**src/rtl/sio_pkg.sv**
```systemverilog
package sio_pkg;
  localparam int DATA_W = 32;
  localparam int CHAR_W = 8;
  localparam int LVL_W  = 6;

  localparam logic [11:0] OFS_CTL = 12'h000;
  localparam logic [11:0] OFS_RXD = 12'h004;
  localparam logic [11:0] OFS_TXD = 12'h008;
  localparam logic [11:0] OFS_STA = 12'h00C;

  localparam logic [31:0] CTL_MASK = 32'h001F_FFFF;

  localparam int CB_LVLSEL = 14;
  localparam int CB_EN     = 15;
  localparam int CB_RXIE   = 18;
  localparam int CB_TXIE   = 19;

  // sticky status bit order inside the flag vector
  localparam int NFLAG  = 5;
  localparam int FL_PRX = 0;
  localparam int FL_PTX = 1;
  localparam int FL_OVR = 2;
  localparam int FL_TXE = 3;
  localparam int FL_FER = 4;
endpackage

```
**src/rtl/sio_fifo.sv**
```systemverilog
module sio_fifo #(
  parameter int DEPTH = 16,
  parameter int W     = 8,
  localparam int CW   = $clog2(DEPTH + 1),
  localparam int PW   = (DEPTH > 1) ? $clog2(DEPTH) : 1
) (
  input  logic          clk,
  input  logic          rst,
  input  logic          push,
  input  logic          pop,
  input  logic [W-1:0]  din,
  output logic [W-1:0]  dout,
  output logic          full,
  output logic          empty,
  output logic [CW-1:0] count
);
  logic [W-1:0]  mem [DEPTH];
  logic [PW-1:0] wp, rp;
  logic          push_ok, pop_ok;

  assign full    = (count == CW'(DEPTH));
  assign empty   = (count == '0);
  assign push_ok = push && !full;
  assign pop_ok  = pop && !empty;
  assign dout    = mem[rp];

  function automatic logic [PW-1:0] step(input logic [PW-1:0] p);
    return (p == PW'(DEPTH - 1)) ? '0 : p + 1'b1;
  endfunction

  // storage array without reset so it maps onto RAM cells
  always_ff @(posedge clk) begin
    if (push_ok) mem[wp] <= din;
  end

  always_ff @(posedge clk) begin
    if (rst) begin
      wp    <= '0;
      rp    <= '0;
      count <= '0;
    end else begin
      if (push_ok) wp <= step(wp);
      if (pop_ok)  rp <= step(rp);
      if (push_ok && !pop_ok)      count <= count + 1'b1;
      else if (pop_ok && !push_ok) count <= count - 1'b1;
    end
  end
endmodule

```
**src/rtl/sio_flags.sv**
```systemverilog
module sio_flags #(
  parameter int N = 5
) (
  input  logic         clk,
  input  logic         rst,
  input  logic [N-1:0] set,
  input  logic [N-1:0] clr,
  output logic [N-1:0] flag,
  output logic         irq
);
  logic [N-1:0] nxt;

  // set wins over a same-cycle clear
  for (genvar i = 0; i < N; i++) begin : g_bit
    assign nxt[i] = set[i] | (flag[i] & ~clr[i]);
  end

  always_ff @(posedge clk) begin
    if (rst) begin
      flag <= '0;
      irq  <= 1'b0;
    end else begin
      flag <= nxt;
      irq  <= nxt[sio_pkg::FL_PRX] | nxt[sio_pkg::FL_PTX];
    end
  end
endmodule

```
**src/rtl/sio_regbank.sv**
```systemverilog
module sio_regbank
  import sio_pkg::*;
#(
  parameter int ADDR_W   = 12,
  parameter int TX_DEPTH = 16,
  parameter int RX_DEPTH = 16,
  localparam int TCW     = $clog2(TX_DEPTH + 1),
  localparam int RCW     = $clog2(RX_DEPTH + 1),
  localparam int HALF    = TX_DEPTH / 2
) (
  input  logic              clk,
  input  logic              rst,
  input  logic [ADDR_W-1:0] bus_addr,
  input  logic              bus_wr,
  input  logic              bus_rd,
  input  logic [31:0]       bus_wdata,
  output logic [31:0]       bus_rdata,
  output logic              irq,
  output logic [31:0]       ctl_word,
  output logic [7:0]        tx_char,
  output logic              tx_avail,
  input  logic              tx_pop,
  input  logic              tx_busy,
  input  logic [7:0]        rx_char,
  input  logic              rx_push,
  input  logic              rx_err
);
  logic [31:0]      ctl_q;
  logic             hit_ctl, hit_rxd, hit_txd, hit_sta;
  logic             wr_ctl, wr_txd, wr_sta, rd_rxd, rd_sta;
  logic             en;
  logic             tx_full, tx_empty, rx_full, rx_empty;
  logic [TCW-1:0]   tx_cnt;
  logic [RCW-1:0]   rx_cnt;
  logic [7:0]       rx_head;
  logic             rx_take;
  logic [NFLAG-1:0] fl_set, fl_clr, fl_q;
  logic [LVL_W-1:0] level;
  logic [31:0]      sta_word, rd_mux;

  assign hit_ctl = (bus_addr == ADDR_W'(OFS_CTL));
  assign hit_rxd = (bus_addr == ADDR_W'(OFS_RXD));
  assign hit_txd = (bus_addr == ADDR_W'(OFS_TXD));
  assign hit_sta = (bus_addr == ADDR_W'(OFS_STA));
  assign wr_ctl  = bus_wr && hit_ctl;
  assign wr_txd  = bus_wr && hit_txd;
  assign wr_sta  = bus_wr && hit_sta;
  assign rd_rxd  = bus_rd && hit_rxd;
  assign rd_sta  = bus_rd && hit_sta;

  always_ff @(posedge clk) begin
    if (rst)         ctl_q <= '0;
    else if (wr_ctl) ctl_q <= bus_wdata & CTL_MASK;
  end
  assign ctl_word = ctl_q;
  assign en       = ctl_q[CB_EN];

  sio_fifo #(.DEPTH(TX_DEPTH), .W(CHAR_W)) u_txq (
    .clk(clk), .rst(rst),
    .push(wr_txd), .pop(tx_pop && en),
    .din(bus_wdata[7:0]), .dout(tx_char),
    .full(tx_full), .empty(tx_empty), .count(tx_cnt)
  );
  assign tx_avail = en && !tx_empty;

  assign rx_take = rx_push && en;
  sio_fifo #(.DEPTH(RX_DEPTH), .W(CHAR_W)) u_rxq (
    .clk(clk), .rst(rst),
    .push(rx_take), .pop(rd_rxd),
    .din(rx_char), .dout(rx_head),
    .full(rx_full), .empty(rx_empty), .count(rx_cnt)
  );

  always_comb begin
    fl_set         = '0;
    fl_set[FL_PRX] = !rx_empty && ctl_q[CB_RXIE];
    fl_set[FL_PTX] = (int'(tx_cnt) < HALF) && ctl_q[CB_TXIE];
    fl_set[FL_OVR] = rx_take && rx_full;
    fl_set[FL_TXE] = wr_txd && tx_full;
    fl_set[FL_FER] = rx_take && !rx_full && rx_err;
    fl_clr         = wr_sta ? bus_wdata[NFLAG-1:0] : '0;
  end

  sio_flags #(.N(NFLAG)) u_flags (
    .clk(clk), .rst(rst), .set(fl_set), .clr(fl_clr), .flag(fl_q), .irq(irq)
  );

  assign level = ctl_q[CB_LVLSEL] ? LVL_W'(tx_cnt) : LVL_W'(rx_cnt);

  always_comb begin
    sta_word        = '0;
    sta_word[4:0]   = fl_q;
    sta_word[5]     = rx_empty;
    sta_word[6]     = tx_full;
    sta_word[10]    = tx_empty;
    sta_word[16:11] = level;
    sta_word[17]    = tx_busy;
  end

  always_comb begin
    rd_mux = '0;
    if (hit_ctl)      rd_mux = ctl_q;
    else if (hit_rxd) rd_mux = rx_empty ? 32'h0 : {24'h0, rx_head};
    else if (hit_sta) rd_mux = sta_word;
  end

  always_ff @(posedge clk) begin
    if (rst)         bus_rdata <= '0;
    else if (bus_rd) bus_rdata <= rd_mux;
  end
endmodule

```
**config.mk**
```make
export PLATFORM = sky130hd
export DESIGN_NAME = sio_regbank
export DESIGN_NICKNAME = d
export VERILOG_FILES = /design/src/rtl/sio_pkg.sv /design/src/rtl/sio_fifo.sv /design/src/rtl/sio_flags.sv /design/src/rtl/sio_regbank.sv
export SDC_FILE = /design/constraint.sdc
export NUM_CORES = 1
export LEC_CHECK = 0
export ABC_AREA = 0
export BUFFER_PORTS_ARGS = -buffer_cell sky130_fd_sc_hd__buf_2
export CAP_MARGIN = 20
export CORE_MARGIN = 2
export CORE_UTILIZATION = 45
export DETAILED_ROUTE_END_ITERATION = 6
export PLACE_DENSITY = 0.67
export REMOVE_ABC_BUFFERS = 1
export SLEW_MARGIN = 40
export SYNTH_ARGS = -nofsm -noshare
export SYNTH_HDL_FRONTEND = slang
export SYNTH_SLANG_ARGS = --single-unit
```
**constraint.sdc**
```tcl
create_clock -name clk -period 4.98 [get_ports clk]
set_clock_uncertainty 0.1 [all_clocks]
set_input_delay 0.249 -clock clk [delete_from_list [all_inputs] [get_ports clk]]
set_output_delay 0.249 -clock clk [all_outputs]
set_load 0.01 [all_outputs]
```
==> results.md <==
| Step | Result | Value |
|---|---|---|
| floorplanning | Full die area | 32300 µm² |
| critical path | Data arrival time of the critical path | 3840 ps |
| sta | Unrepaired setup endpoints after global routing | false |
| floorplanning | Core ar. | 30500 µm² |
| synth | Yosys warnings | 0 |
| pwr | Sum of internal, switching and leakage power | 5.77 mW |
| sta | Post-route setup TNS | 0 ps |
| pwr | Total internal power | 4.60 mW |
| synth | Synth top area cells | sky130_fd_sc_hd__edfxtp_1 (55%), sky130_fd_sc_hd__dfxtp_1 (12%), sky130_fd_sc_hd__mux4_2 (12%), sky130_fd_sc_hd__a21oi_1 (2.3%), sky130_fd_sc_hd__nand2_1 (2.2%) |
| pwr | Power density over cell area | 358 nW/µm² |
| floorplanning | Top-Level Pins | 134 |
| route | Vias per inst | 5.46 |
| clocking | Clock Sinks | 338 |
| clocking | Latest clock arrival within the worst-skew pair | 520 ps |
| run | Max-cap check violation count | 0 |
| route | Number of DRC markers in iteration 0 | 691 |
| pwr | Switching Share | 20.2% |
| synth | Syn Area/Cell | 15.3 µm² |
| sta | Number of endpoints failing setup at the final stage | 0 |
| clocking | Post-CTS repair timing setup buffer count | 0 |
| route | Average wire per standard cell | 20.4 µm |
| floorplanning | Die Wd | 180 µm |
| global route | Global-route wire length before repair | 46.0 mm |
| finish | Share of final-layout standard cells stronger than drive strength 1 | 25.7% |
| clocking | Root Buffer Master | sky130_fd_sc_hd__clkbuf_16 |
| clocking | Post-CTS sizing | 0 |
| finish | # nets final | 1109 |
| placed design | Count of port buffers added during placement | 100 |
| pwr | Largest vdd supply drop | 0.301 mV |
| route | Post-route DRC violation count | 0 |
| critical path | CP Class | flip-flop to flip-flop |
| pwr | Leakage dissipation | 5.39 nW |
| synth | Total standard cell area after synthesis | 13900 µm² |
| route | Routed met1 length | 13.1 mm |
| floorplanning | Die height | 180 µm |
| sta | Number of failing hold endpoints at the final stage | 0 |
| run status | Run status | finished, final reports clean |
| placed design | HPWL reported at the end of detailed placement | 19.2 mm |
| clocking | Clock Pin Slew Worst Setup and Hold Paths | 60 ps |
| clocking | Clock tree from TritonCTS | yes |
| synth | Post-synth EDFFs | 256 |
| pwr | Part of the total power dissipated in sequential elements | 52.6% |
| synth | Count of distinct cell types in the synthesized netlist | 59 |
| pwr | Combinational share of power | 1.9% |
| placed design | Weighted congestion reported at the end of routability-driven placement | 0.812 |
| critical path | CP Max Fanout | 10 |
| placed design | Pre-CTS worst setup slack | 1310 ps |
| global route | Global route overflow | 0 |
| sta | Normalized max-slew margin | 45.7% |
| synth | Dominant synthesized flop cell | sky130_fd_sc_hd__edfxtp_1 |
| synth | Number of synthesized register bits | 338 |
| route | Total wire length | 29.6 mm |
| floorplanning | Effective utilization at floorplan | 45.5% |
| synth | Area leader, netlist | sky130_fd_sc_hd__edfxtp_1 |
| sta | Final setup margin | 1450 ps |
| critical path | Crit. End Element | flip-flop |
| pwr | Power dissipated by switching net loads | 1.17 mW |
| global route | Vias in the first global route | 8040 |
| critical path | Crit path launch type | flip-flop |
| synth | Share of flip-flops with an asynchronous set or reset after synthesis | 0% |
| global route | Overall track demand over capacity in global routing | 18.3% |
| worst hold path | Class of the tightest hold or removal check | primary input to flip-flop |
| sta | Slew @ Worst Pin | 811 ps |
| route | Number of antenna-violating nets in the routed design | 0 |
| pwr | Portion of total power attributed to the clock network | 45.5% |
| placed design | Area after detailed placement | 14700 µm² |
| route | Pre-antenna DRT Iters | 5 |
| finish | Area grow syn2layout | 16.0% |
| critical path | Required time of the critical path | 5290 ps |
| clocking | TritonCTS buffer count | 36 |
| clocking | Buffer levels on the longest clock path | 3 |
| clocking | # hold bufs at CTS | 20 |
| finish | Total inserted antenna cells | 0 |
| synth | Cell count after synthesis | 910 |
| sta | Share of the cycle needed by the critical path after routing | 71.0% |
| route | Number of vias after detailed routing | 7913 |
| finish | Cell area after layout | 16100 µm² |
| global route | Pin count of the biggest net entering global routing | 49 |
| synth | Seq/Total Area, Yosys | 67.2% |
| route | Wire length on met3 | 1.52 mm |
| sta | Number of slew-limit violations in the final report | 0 |
| floorplanning | Number of placement rows | 64 |
| route | Highest metal layer with signal wires | met4 |
| route | Routed wl met2 | 14.5 mm |
| sta | Upper clock frequency limit | 0.283 GHz |
| global route | Number of antenna violations at the first check in global routing | 0 |
| synth | Top cell type's share of synthesized area | 55.4% |
| sta | Min cycle time layout | 3530 ps |
| clocking | H-tree depth | 2 |
[power groups by stage]
stage / combinational [mW] / clock, mW / sequential (mW)
2_1_floorplan: 0.0204 / 0 / 3.09
4_1_cts: 0.112 / 2.67 / 3.03
3_5_place_dp: 0.0995 / 0 / 3.09
3_3_place_gp: 0.0959 / 0 / 3.09
5_1_grt: 0.123 / 2.79 / 3.03
6_report: 0.112 / 2.62 / 3.03
[worst max-delay path, stage by stage (launching register included)]
cell,delay [ps]
sky130_fd_sc_hd__dfxtp_1,360
sky130_fd_sc_hd__nor4_1,570
sky130_fd_sc_hd__and2b_1,400
sky130_fd_sc_hd__nor4_4,140
sky130_fd_sc_hd__nand2_1,100
sky130_fd_sc_hd__ha_1,230
sky130_fd_sc_hd__inv_1,110
sky130_fd_sc_hd__ha_1,290
sky130_fd_sc_hd__nor2b_1,130
sky130_fd_sc_hd__o21a_1,170
sky130_fd_sc_hd__or3_1,300
sky130_fd_sc_hd__a21oi_1,170
sky130_fd_sc_hd__mux2_2,340
[layout make-up]
class	count	area, µm²
clock inverters	18	176
well taps	396	495
flip-flops and latches	338	9330
clock buffers	46	1000
multi-input cells	502	4240
repair buffers	133	801
fillers	2455	14400
inverters	17	63.8
[kinds of logic after synthesis]
group | share of synthesized area [%]
AOI/OAI and AO/OA | 5.14
adders and majority gates | 2.00
and+or+nand+nor | 8.77
buffers and inverters | 3.32
xor gates and xnor gates | 0.568
other | 0.0270
DFF | 67.2
muxes | 13.0
[cells in the final DEF (no fill, tap or decap), types with 7 or more instances in the layout]
cell type and n:
sky130_fd_sc_hd__dlygate4sd3_1 20, sky130_fd_sc_hd__mux2i_1 16, sky130_fd_sc_hd__nand3_1 29, sky130_fd_sc_hd__dfxtp_1 78
sky130_fd_sc_hd__buf_4 14, sky130_fd_sc_hd__edfxtp_1 256, sky130_fd_sc_hd__nor2_2 8, sky130_fd_sc_hd__nor3_1 14
sky130_fd_sc_hd__conb_1 22, sky130_fd_sc_hd__a21oi_1 64, sky130_fd_sc_hd__ha_1 19, sky130_fd_sc_hd__clkinv_2 7
sky130_fd_sc_hd__o21ai_0 20, sky130_fd_sc_hd__nand2_1 81, sky130_fd_sc_hd__nor2_1 41, sky130_fd_sc_hd__inv_1 16
sky130_fd_sc_hd__and3_1 16, sky130_fd_sc_hd__buf_2 99, sky130_fd_sc_hd__mux4_2 72, sky130_fd_sc_hd__clkbuf_16 38
[routing by layer]
metal	vias to the layer above	global-route usage (%)
li1	3688	-
met3	41	3.32
met5	-	0
met1	3955	24.7
met4	0	4.85
met2	229	30.7
[stage by stage]
step                hold WS [ps]  instances  utilization, %
finish                      17.2       1450            52.8
global route                24.2       1450            52.8
CTS                         1.30       1450            52.8
detailed placement           354       1366            48.2
global placement             346       1366            48.1
floorplan                    214        857               -
[sequential cells by signal, summed over array words and instances (netlist names), named ones only]
| register | count |
|---|---|
| ctl_word | 21 |
| u_rxq.wp | 4 |
| u_flags.flag | 5 |
| u_rxq.mem | 128 |
| bus_rdata | 21 |
| u_txq.rp | 4 |
| u_txq.count | 5 |
| u_rxq.count | 5 |
| u_txq.wp | 4 |
| u_txq.mem | 128 |
| u_rxq.rp | 4 |
| u_flags.irq | 1 |
[path summary, 6_finish.rpt]
| kind | startpoint | to | slack [ps] | depth (start not counted) |
|---|---|---|---|---|
| worst max-delay path | u_rxq.count[0] | u_rxq.count[4] | 1450 | 12 |
| worst min-delay path | bus_wdata[6] | ctl_word[6] | 20 | 3 |
| worst max register to register | u_rxq.count[0] | u_rxq.count[4] | 1450 | 12 |
| worst min register to register | bus_rdata[15] | bus_rdata[15] | 360 | 2 |
[Yosys cell counts, drive strengths merged, types with 2 or more instances]
master,instances
a211oi,2
a21o,3
a21oi,65
a221oi,3
a22o,2
a22oi,2
a31oi,3
and2,6
and3,17
and4,3
buf,46
clkbuf,28
dfxtp,82
edfxtp,256
fa,2
ha,19
inv,17
mux2,2
mux2i,16
mux4,72
nand2,82
nand2b,4
nand3,30
nand3b,3
nand4,4
nor2,50
nor2b,6
nor3,17
nor3b,4
nor4,6
o211ai,6
o21ai,20
o2bb2ai,6
o41ai,2
or3,4
xnor2,3
xor2,6
No activity file was read; power rests on OpenSTA's default activity.
